File: src/rtl/adc_sdio_pkg.sv
package adc_sdio_pkg;

  typedef struct packed {
    logic single;
    logic odd_sign;
    logic msb_first;
    logic shutdown;
  } adc_cfg_t;

  localparam int CMD_LEN = 5;

  // bit 0 leaves first: start, single, odd/sign, order, shutdown
  function automatic logic [CMD_LEN-1:0] build_cmd(adc_cfg_t c);
    return {c.shutdown, c.msb_first, c.odd_sign, c.single, 1'b1};
  endfunction

endpackage

File: src/rtl/adc_sck_seq.sv
module adc_sck_seq #(
  parameter int CLK_DIV = 8,
  parameter int NPER    = 17,
  localparam int CNT_W  = (CLK_DIV > 1) ? $clog2(CLK_DIV) : 1,
  localparam int PER_W  = $clog2(NPER + 1)
) (
  input  logic             clk,
  input  logic             rst_n,
  input  logic             launch,
  output logic             run,
  output logic [CNT_W-1:0] cnt,
  output logic [PER_W-1:0] per,
  output logic             wrap,
  output logic             last,
  output logic             sck
);
  localparam logic [CNT_W-1:0] TOP_C  = CNT_W'(CLK_DIV - 1);
  localparam logic [CNT_W-1:0] HALF_C = CNT_W'(CLK_DIV / 2);
  localparam logic [PER_W-1:0] LAST_P = PER_W'(NPER - 1);

  logic [CNT_W-1:0] cnt_n;

  assign wrap  = run && (cnt == TOP_C);
  assign last  = wrap && (per == LAST_P);
  assign cnt_n = (cnt == TOP_C) ? '0 : cnt + 1'b1;

  always_ff @(posedge clk or negedge rst_n) begin
    if (!rst_n) begin
      run <= 1'b0;
      cnt <= '0;
      per <= '0;
      sck <= 1'b0;
    end else if (!run) begin
      sck <= 1'b0;
      if (launch) begin
        run <= 1'b1;
        cnt <= '0;
        per <= '0;
      end
    end else begin
      cnt <= cnt_n;
      sck <= !last && (cnt_n >= HALF_C);
      if (wrap) begin
        if (last) run <= 1'b0;
        else      per <= per + 1'b1;
      end
    end
  end
endmodule

File: src/rtl/adc_cmd_drv.sv
module adc_cmd_drv
  import adc_sdio_pkg::*;
#(
  parameter int CLK_DIV = 8,
  parameter int NPER    = 17,
  localparam int CNT_W  = (CLK_DIV > 1) ? $clog2(CLK_DIV) : 1,
  localparam int PER_W  = $clog2(NPER + 1)
) (
  input  logic             clk,
  input  logic             rst_n,
  input  logic             launch,
  input  adc_cfg_t         cfg,
  input  logic             run,
  input  logic [CNT_W-1:0] cnt,
  input  logic [PER_W-1:0] per,
  input  logic             wrap,
  output logic             dout,
  output logic             oe
);
  localparam int HALF = CLK_DIV / 2;
  // release point: three quarters into the last command period
  localparam logic [CNT_W-1:0] TURN_M1 = CNT_W'(HALF + HALF / 2 - 1);
  localparam logic [PER_W-1:0] CMD_LAST = PER_W'(CMD_LEN - 1);

  logic [CMD_LEN-1:0] cmd_q;
  logic [PER_W-1:0]   per_n;

  assign per_n = per + 1'b1;

  always_ff @(posedge clk or negedge rst_n) begin
    if (!rst_n) begin
      cmd_q <= '0;
      dout  <= 1'b0;
      oe    <= 1'b0;
    end else if (!run) begin
      if (launch) begin
        cmd_q <= build_cmd(cfg);
        dout  <= 1'b1;
        oe    <= 1'b1;
      end else begin
        oe    <= 1'b0;
      end
    end else begin
      if (per == CMD_LAST && cnt == TURN_M1) oe <= 1'b0;
      if (wrap) begin
        if (per_n < PER_W'(CMD_LEN)) dout <= cmd_q[per_n[$clog2(CMD_LEN)-1:0]];
        else                         dout <= 1'b0;
      end
    end
  end
endmodule

File: src/rtl/adc_res_cap.sv
module adc_res_cap #(
  parameter int CLK_DIV  = 8,
  parameter int NPER     = 17,
  parameter int RES_BITS = 12,
  parameter int WORD_W   = 16,
  parameter int SKIP     = 5,
  localparam int CNT_W   = (CLK_DIV > 1) ? $clog2(CLK_DIV) : 1,
  localparam int PER_W   = $clog2(NPER + 1)
) (
  input  logic              clk,
  input  logic              rst_n,
  input  logic              launch,
  input  logic              msb_first,
  input  logic              run,
  input  logic [CNT_W-1:0]  cnt,
  input  logic [PER_W-1:0]  per,
  input  logic              last,
  input  logic              din,
  output logic [WORD_W-1:0] result,
  output logic              done
);
  localparam logic [CNT_W-1:0] RISE_M1 = CNT_W'(CLK_DIV / 2 - 1);
  localparam logic [PER_W-1:0] FIRST_P = PER_W'(SKIP);

  logic                order_q;
  logic [RES_BITS-1:0] sh;
  logic                take;

  assign take = run && (cnt == RISE_M1) && (per >= FIRST_P);

  always_ff @(posedge clk or negedge rst_n) begin
    if (!rst_n) begin
      order_q <= 1'b1;
      sh      <= '0;
      result  <= '0;
      done    <= 1'b0;
    end else begin
      done <= 1'b0;
      if (launch && !run) begin
        order_q <= msb_first;
        sh      <= '0;
      end
      if (take) begin
        if (order_q) sh <= {sh[RES_BITS-2:0], din};
        else         sh <= {din, sh[RES_BITS-1:1]};
      end
      if (last) begin
        result <= WORD_W'(sh);
        done   <= 1'b1;
      end
    end
  end
endmodule

File: src/rtl/adc_sdio_master.sv
module adc_sdio_master
  import adc_sdio_pkg::*;
#(
  parameter int CLK_DIV  = 8,
  parameter int RES_BITS = 12,
  parameter int WORD_W   = 16
) (
  input  logic              clk,
  input  logic              rst_n,
  input  logic              cmd_valid,
  output logic              cmd_ready,
  input  logic              cfg_single,
  input  logic              cfg_odd_sign,
  input  logic              cfg_msb_first,
  input  logic              cfg_shutdown,
  output logic              busy,
  output logic              done,
  output logic [WORD_W-1:0] result,
  output logic              adc_cs_n,
  output logic              adc_sck,
  output logic              sdio_out,
  output logic              sdio_oe,
  input  logic              sdio_in
);
  localparam int NPER  = CMD_LEN + RES_BITS;
  localparam int CNT_W = (CLK_DIV > 1) ? $clog2(CLK_DIV) : 1;
  localparam int PER_W = $clog2(NPER + 1);

  logic             run, wrap, last, launch;
  logic [CNT_W-1:0] cnt;
  logic [PER_W-1:0] per;
  adc_cfg_t         cfg;

  assign cfg    = '{single: cfg_single, odd_sign: cfg_odd_sign,
                    msb_first: cfg_msb_first, shutdown: cfg_shutdown};
  assign launch = cmd_valid && !run;

  adc_sck_seq #(.CLK_DIV(CLK_DIV), .NPER(NPER)) u_seq (
    .clk, .rst_n, .launch, .run, .cnt, .per, .wrap, .last, .sck(adc_sck)
  );

  adc_cmd_drv #(.CLK_DIV(CLK_DIV), .NPER(NPER)) u_cmd (
    .clk, .rst_n, .launch, .cfg, .run, .cnt, .per, .wrap,
    .dout(sdio_out), .oe(sdio_oe)
  );

  adc_res_cap #(.CLK_DIV(CLK_DIV), .NPER(NPER), .RES_BITS(RES_BITS),
                .WORD_W(WORD_W), .SKIP(CMD_LEN)) u_cap (
    .clk, .rst_n, .launch, .msb_first(cfg_msb_first), .run, .cnt, .per,
    .last, .din(sdio_in), .result, .done
  );

  assign busy      = run;
  assign cmd_ready = !run;
  assign adc_cs_n  = !run;
endmodule

File: config.mk
export PLATFORM = sky130hd
export DESIGN_NAME = adc_sdio_master
export DESIGN_NICKNAME = d
export VERILOG_FILES = /design/src/rtl/adc_sdio_pkg.sv /design/src/rtl/adc_sck_seq.sv /design/src/rtl/adc_cmd_drv.sv /design/src/rtl/adc_res_cap.sv /design/src/rtl/adc_sdio_master.sv
export SDC_FILE = /design/constraint.sdc
export NUM_CORES = 1
export LEC_CHECK = 0
export ABC_AREA = 0
export BUFFER_PORTS_ARGS = -buffer_cell sky130_fd_sc_hd__buf_2
export CAP_MARGIN = 25
export CELL_PAD_IN_SITES_DETAIL_PLACEMENT = 0
export CELL_PAD_IN_SITES_GLOBAL_PLACEMENT = 1
export CORE_MARGIN = 2
export CORE_UTILIZATION = 40
export DETAILED_ROUTE_END_ITERATION = 12
export GPL_ROUTABILITY_DRIVEN = 0
export MAX_ROUTING_LAYER = met4
export PLACE_DENSITY_LB_ADDON = 0.2
export SKIP_CTS_REPAIR_TIMING = 1
export SLEW_MARGIN = 5
export SYNTH_ARGS = -nofsm -noshare
export SYNTH_HDL_FRONTEND = slang
export SYNTH_SLANG_ARGS = --single-unit
File: constraint.sdc
create_clock -name clk -period 1.8 [get_ports clk]
set_input_delay 0.09 -clock clk [delete_from_list [all_inputs] [get_ports clk]]
set_output_delay 0.09 -clock clk [all_outputs]
set_load 0.005 [all_outputs]
==> results of run 1 <==
-- synthesized netlist by cell type, drive strengths merged (2+ instances only) --
cell	instances	area, sq um
xnor2	3	26.3
mux2	20	225
mux2i	13	130
inv	8	30.0
nand2b	3	18.8
o2bb2ai	6	52.6
or2	2	15.0
o21ai	16	80.1
clkbuf	3	11.3
nand3	2	10.0
o22ai	2	12.5
buf	10	77.6
ha	7	87.6
nor2	4	15.0
nand2	31	119
o211ai	2	15.0
a22o	3	26.3
a21oi	2	10.0
nand4	2	12.5
dfrtp	42	1050
-- worst paths after layout --
check,to,slack [ps],cells past startpoint
setup / recovery,u_cap.result[4],20,6
hold / removal,u_cmd.cmd_q[4],-10,3
setup reg to reg,u_cap.result[4],20,6
hold reg to reg,u_cmd.cmd_q[0],470,1
max in group asynchronous,u_cap.result[8],750,3
min in group asynchronous,u_cmd.dout,450,2
-- kinds of logic after synthesis --
logic type	after synthesis	share of synthesized area, %
and+or+nand+nor	50	11.4
buffers and inverters	21	5.52
muxes	33	16.5
AOI/OAI and AO/OA	34	11.1
DFF	43	50.0
other	1	0.174
adders and majority gates	7	4.06
xor gates and xnor gates	3	1.22
-- routing by layer --
layer	global-route usage (%)	part of all wire (%)	wire length (um)
met1	20.3	44	1950
met2	27.7	52	2320
met3	3.37	3.6	159
met4	4.82	0.92	41
met5	-	0	0
-- stage by stage --
| stage | total power [W] | setup TNS, ps | hold slack [ps] | cell area, sq um | worst slack, ps |
|---|---|---|---|---|---|
| 4_1_cts | 0.00388 | -163 | -71.9 | 2510 | -26.8 |
| 3_5_place_dp | 0.00314 | -6.72 | 249 | 2410 | -6.69 |
| 3_3_place_gp | 0.00309 | 0 | 235 | 2410 | 30.6 |
| 2_1_floorplan | 0.00266 | 0 | -206 | 2170 | 54.1 |
| 6_report | 0.00401 | 0 | -14.9 | 2650 | 18.5 |
| 5_1_grt | 0.00433 | -916 | 3.94 | 2650 | -74.4 |
-- critical path, delay by kind of cell (launching register included) --
kind | cells | cell delay (ps)
AND/OR/NAND/NOR | 2 | 360
flip-flops | 1 | 370
buffers and inverters | 1 | 200
multiplexers | 1 | 340
adder cells (fa/ha/maj) | 2 | 390
-- state kept, by name, indices dropped and copies added, names as in the netlist --
register / cells
u_seq.run: 1
u_cap.result: 12
u_cmd.cmd_q: 5
u_cap.order_q: 1
u_seq.per: 5
u_cap.sh: 12
u_cmd.dout: 1
u_seq.cnt: 3
u_cap.done: 1
u_seq.sck: 1
u_cmd.oe: 1
-- report_power, final --
group	switching [W]	internal, W
sequential	0.000358	0.00135
combinational	0.000708	0.000879
clock	0.000307	0.000407
total	0.00137	0.00264
-- layout make-up --
class	count	area share, %
clock buffer	6	2.74
clock inverter	1	1.13
inverter	8	1.13
multi-input combinational	131	38.9
sequential	43	40.7
tap	70	3.31
timing repair buffer	49	12.2
==> summary.md, run 1 <==
| Metric | Value |
|---|---|
| Status | `finished with violations` |
| Failing checks | `hold timing` |
| Max IR drop VDD | `0.639 mV` |
| Synth-to-layout area growth | `23.0%` |
| Slew Limit Fails | `0` |
| Number of global-route vias before repair | `1,510` |
| Crit Path Max Fanout | `20` |
| MaxCap Viol Count | `0` |
| Multi-input gate area | `1030 sq um` |
| Worst-Margin Slew | `868 ps` |
| Critical-path cell list | `ha_2, ha_1, nand2_2, nor4_4, buf_12, mux2_2` |
| Initial core utilization | `41.9%` |
| DP Cell Count | `292` |
| Type of origin of the critical path | `flip-flop` |
| Final core utilization | `51.6%` |
| RSZ-0062 raised after global routing | `yes` |
| Worst skew pair latency | `290 ps` |
| Synthesis Warnings | `0` |
| Die Area | `5990 sq um` |
| H-tree level count | `2` |
| Final Hold Viols | `1` |
| Layout Nets | `253` |
| WS Path Type | `reg -> reg` |
| Max stage delay on crit path | `370 ps` |
| Skew final | `6.24 ps` |
| Finish-stage setup viols | `0` |
| Netlist cell types | `36` |
| Seq/Total Area, Yosys | `50.0%` |
| Via Count | `1,549` |
| First-pass GRT wire length | `7540 um` |
| Fmax | `561 MHz` |
| Crit-path slowest cell | `dfrtp_1` |
| Largest net degree at the start of global routing | `39` |
| Ant. Diodes | `0` |
| Final Hold Slack | `-14.9 ps` |
| Min cycle time layout | `1780 ps` |
| Synth Register Bits | `43` |
| Synth Instances | `192` |
| Fill cells | `512` |
| Drt first pass iters | `4` |
| Via density | `5.03` |
| Asr flop ratio synth | `100%` |
| Syn avg cell area | `11.2 sq um` |
| Num ports | `31` |
| GRT overflow | `0` |
| Ratio of cells with drive above 1 in the final layout | `38.2%` |
| Die height | `77.4 um` |
| Synth Cell Area | `2150 sq um` |
| Power per cell area | `1510 nW/um^2` |
| CTS Buf Count | `5` |
| IO Port Bufs | `26` |
| Worst r2r src | `u_seq.cnt[1]` |
| Storage element area | `1080 sq um` |
| Main synth FF type | `dfrtp_1` |
| Final period utilization | `99.0%` |
| Clk root buf | `clkbuf_8` |
| # rows | `26` |
| GRT Resource Usage Total | `16.5%` |
| Post-DP HPWL | `3100 um` |
| CTS tree | `built` |
| Number of synthesized flops with an enable pin | `0` |
| Hold crit path type | `in -> reg` |
| Drt drc | `0` |
| WP data required | `1970 ps` |
| Normalized max-slew margin | `42.1%` |
| Clock transition at path regs | `80 ps` |
| Most frequent cells in the layout | `42 x dfrtp_1, 28 x nand2_1, 26 x buf_2` |
| Core area | `5140 sq um` |
| Critical Path Start | `u_seq.cnt[1]` |
| WL final | `4470 um` |
| CTS Buffer Depth | `2` |
| Crit end category | `flip-flop` |
| Beginning of the worst hold path | `cfg_shutdown` |
| Arrival time at the worst endpoint | `1960 ps` |
| Cell Count, Final, Fillers Out | `308` |
| Post-route ant nets | `0` |
| DIE WIDTH | `77.4 um` |
| Leak pwr | `1.25 nW` |
| Commonest non-fill, non-tap cell in the layout | `dfrtp_1` |
| Initial drt markers | `92` |
| Initial antenna violation count | `0` |
| # clock sinks | `43` |
| Drt wl/cell | `14.5 um` |
No activity file was read; power rests on OpenSTA's default activity.
==> run 2: changes to the inputs <==
--- a/config.mk
+++ b/config.mk
@@ -5,13 +5,13 @@
 export SDC_FILE = /design/constraint.sdc
 export NUM_CORES = 1
 export LEC_CHECK = 0
-export ABC_AREA = 0
+export ABC_AREA = 1
 export BUFFER_PORTS_ARGS = -buffer_cell sky130_fd_sc_hd__buf_2
 export CAP_MARGIN = 25
 export CELL_PAD_IN_SITES_DETAIL_PLACEMENT = 0
 export CELL_PAD_IN_SITES_GLOBAL_PLACEMENT = 1
 export CORE_MARGIN = 2
-export CORE_UTILIZATION = 40
+export CORE_UTILIZATION = 38
 export DETAILED_ROUTE_END_ITERATION = 12
 export GPL_ROUTABILITY_DRIVEN = 0
 export MAX_ROUTING_LAYER = met4
==> run 2 against run 1 <==
  * The run still ends with hold timing left
  * Combinational power is essentially flat
  * Worst setup slack improved by 230 ps
  * Clock power grew 11%
  * Register-to-register slack improved by 230 ps
  * Clock-buffer cell count unchanged
  * Sequential power about the same
  * Via count up 8.5%
  * Wire length is 1.3% lower
  * Cell count is 15% higher
  * Clock skew is 3.1 ps higher
==> summary.md, run 2 <==
| Metric | Value |
|---|---|
| Hold crit path type | `in -> reg (unchanged)` |
| Fmax | `646 MHz (was 561 MHz)` |
| CTS tree | `built (unchanged)` |
| Final period utilization | `86.0% (was 99.0%)` |
| Failing checks | `hold timing (unchanged)` |
| Slew Limit Fails | `0 (unchanged)` |
| DIE WIDTH | `79.4 um (was 77.4 um)` |
| Clk root buf | `clkbuf_8 (unchanged)` |
| Layout Nets | `297 (was 253)` |
| Worst skew pair latency | `300 ps (was 290 ps)` |
| Beginning of the worst hold path | `cfg_odd_sign (was cfg_shutdown)` |
| Synth Register Bits | `43 (unchanged)` |
| Clock transition at path regs | `90 ps (was 80 ps)` |
| Synth area leaders | `dfrtp_1 49%, nand2_1 13%, nand3_1 7.2% (was dfrtp_1 49%, mux2_2 10%, mux2i_1 6.0%)` |
| Die Area | `6300 sq um (was 5990 sq um)` |
| Netlist cell types | `27 (was 36)` |
| GRT Resource Usage Total | `15.9% (was 16.5%)` |
| Status | `finished with violations (unchanged)` |
| Max IR drop VDD | `0.672 mV (was 0.639 mV)` |
| CTS Buffer Depth | `2 (unchanged)` |
| Clock share of power | `19.3% (was 17.8%)` |
| Number of synthesized flops with an enable pin | `0 (unchanged)` |
| Storage element area | `1080 sq um (unchanged)` |
| Crit end category | `flip-flop (unchanged)` |
| Final Hold Viols | `1 (unchanged)` |
| Min cycle time layout | `1550 ps (was 1780 ps)` |
| GRT overflow | `0 (unchanged)` |
| Met3 Use GR | `4.30% (was 3.37%)` |
| Number of global-route vias before repair | `1,595 (was 1,510)` |
| Synthesis Warnings | `0 (unchanged)` |
| Ratio of cells with drive above 1 in the final layout | `20.8% (was 38.2%)` |
| RSZ-0062 raised after global routing | `no (was yes)` |
| Synth Cell Area | `2160 sq um (was 2150 sq um)` |
| Pre-CTS WS | `197 ps (was -6.69 ps)` |
| Synth Instances | `251 (was 192)` |
| Finish-stage setup viols | `0 (unchanged)` |
| Seq/Total Area, Yosys | `49.9% (was 50.0%)` |
| Most frequent cell after synthesis | `nand2_1 (was dfrtp_1)` |
| Met1 Track Usage GR | `22.5% (was 20.3%)` |
| GR Layer Usage met2 | `22.6% (was 27.7%)` |
| Num ports | `31 (unchanged)` |
| Drt drc | `0 (unchanged)` |
| Commonest non-fill, non-tap cell in the layout | `nand2_1 (was dfrtp_1)` |
| Worst r2r src | `u_seq.per[0] (was u_seq.cnt[1])` |
| Initial core utilization | `39.2% (was 41.9%)` |
| Via Count | `1,680 (was 1,549)` |
| Drt first pass iters | `4 (unchanged)` |
| # rows | `27 (was 26)` |
| WP data required | `2020 ps (was 1970 ps)` |
| Combinational power share | `38.3% (was 39.6%)` |
| Largest net degree at the start of global routing | `44 (was 39)` |
| Drt wl/cell | `12.4 um (was 14.5 um)` |
| Most frequent cells in the layout | `74 x nand2_1, 42 x dfrtp_1, 31 x nand3_1 (was 42 x dfrtp_1, 28 x nand2_1, 26 x buf_2)` |
| Cell Count, Final, Fillers Out | `355 (was 308)` |
| Synth-to-layout area growth | `15.4% (was 23.0%)` |
| Syn avg cell area | `8.60 sq um (was 11.2 sq um)` |
| Arrival time at the worst endpoint | `1770 ps (was 1960 ps)` |
| Power per cell area | `1640 nW/um^2 (was 1510 nW/um^2)` |
| Critical Path Start | `u_seq.per[0] (was u_seq.cnt[1])` |
| Internal | `0.00247 W (was 0.00264 W)` |
| Via density | `4.73 (was 5.03)` |
| Asr flop ratio synth | `100% (unchanged)` |
| Multi-input gate area | `880 sq um (was 1030 sq um)` |
| IO Port Bufs | `26 (unchanged)` |
| Main synth FF type | `dfrtp_1 (unchanged)` |
| H-tree level count | `2 (unchanged)` |
| Post-synth top cells | `74 x nand2_1, 42 x dfrtp_1, 31 x nand3_1 (was 42 x dfrtp_1, 30 x nand2_1, 20 x mux2_2)` |
| Sw power | `0.00161 W (was 0.00137 W)` |
| GR peak layer | `met2 (unchanged)` |
| WS Path Type | `reg -> reg (unchanged)` |
| Sw Ratio | `39.4% (was 34.2%)` |
| Final worst slack | `252 ps (was 18.5 ps)` |
| CTS Buf Count | `5 (unchanged)` |
| First-pass GRT wire length | `7600 um (was 7540 um)` |
| Fill cells | `561 (was 512)` |
| Setup TNS | `0 ps (unchanged)` |
| Leak pwr | `1.32 nW (was 1.25 nW)` |
| Initial drt markers | `162 (was 92)` |
| Post-DP HPWL | `3100 um (about the same)` |
| Final Hold Slack | `-12.3 ps (was -14.9 ps)` |
| DP Cell Count | `344 (was 292)` |
| Core area | `5510 sq um (was 5140 sq um)` |
| Top flop regs | `u_cap.result x12, u_cap.sh x12 (unchanged)` |
| Synth area leader | `dfrtp_1 (unchanged)` |
| Die height | `79.4 um (was 77.4 um)` |
| Initial antenna violation count | `0 (unchanged)` |
| Ant. Diodes | `0 (unchanged)` |
| Type of origin of the critical path | `flip-flop (unchanged)` |
| Crit Path Max Fanout | `7 (was 20)` |
| Skew final | `9.37 ps (was 6.24 ps)` |
| Post-route ant nets | `0 (unchanged)` |
| WL final | `4420 um (was 4470 um)` |
| Top cell type's share of synthesized area | `48.7% (was 48.8%)` |
| MaxCap Viol Count | `0 (unchanged)` |
| # clock sinks | `43 (unchanged)` |
| Seq pwr share | `42.4% (was 42.6%)` |
run 2: changes by cell type in the layout (fill, tap and decap cells not counted), moves of 3 or more:
cell	change
buf_4	-15
mux2i_1	-13
inv_1	+19
xnor2_1	-3
nor2_1	+4
o21ai_0	+6
o21ai_2	+9
a22o_1	-3
mux2_2	-19
nand2b_1	-3
o2bb2ai_2	-5
nand3_1	+29
nand2_1	+46
run 2: area by class of cell:
class                           count  area share [%]
Clock buffer                        6            3.31
Clock inverter                      2            1.41
Inverter                           28            4.22
Multi-Input combinational cell    169            35.3
Sequential cell                    43            43.2
Tap cell                           72            3.62
Timing Repair Buffer               35            8.89
run 2: cells by family after synthesis:
family | count (synthesis) | share of synthesized area, %
simple gates | 123 | 25.6
flops | 43 | 49.9
buf+inv | 42 | 9.91
compound gates | 35 | 10.4
fa+ha+maj | 7 | 4.06
other cells | 1 | 0.174
run 2: final timing paths:
kind                       slack [ps]  cells past startpoint             end
setup / recovery                  250                      7      u_cmd.dout
hold / removal                    -10                      3  u_cmd.cmd_q[2]
setup reg to reg                  250                      7      u_cmd.dout
hold reg to reg                   470                      1  u_cmd.cmd_q[0]
max in group asynchronous        1250                      3   u_cap.order_q
min in group asynchronous         290                      3    u_seq.per[1]
run 2: through the flow:
step	area [sq um]	util, %	total power, W	hold WS [ps]
3_5_place_dp	2340	42.5	0.00332	86.3
3_3_place_gp	2340	42.5	0.00331	85.2
2_1_floorplan	2170	-	0.00285	-206
4_1_cts	2460	44.6	0.00412	-239
6_report	2490	45.2	0.00408	-12.3
5_1_grt	2490	45.2	0.00445	13.7
run 2: routing by layer:
layer  routed length (um)  vias up
met2                 1830       44
li1                     -      860
met1                 2310      770
met3                  233        6
met5                    0        -
met4                   44        0
run 2: power groups by stage:
| stage | Sequential, W | Clock [W] | Combinational (W) |
|---|---|---|---|
| finish | 0.00173 | 0.000789 | 0.00156 |
| global route | 0.00180 | 0.000857 | 0.00180 |
| CTS | 0.00173 | 0.000809 | 0.00158 |
| detailed placement | 0.00175 | 0 | 0.00157 |
| global placement | 0.00175 | 0 | 0.00156 |
| floorplan | 0.00164 | 0 | 0.00121 |
run 2: worst max-delay path, cell delays in order (launching register included):
cell     delay, ps
dfrtp_1        520
inv_1          130
ha_1           340
nor2_1         110
nor2_1          50
nor2_1          90
nand3_1         90
a21oi_1        150
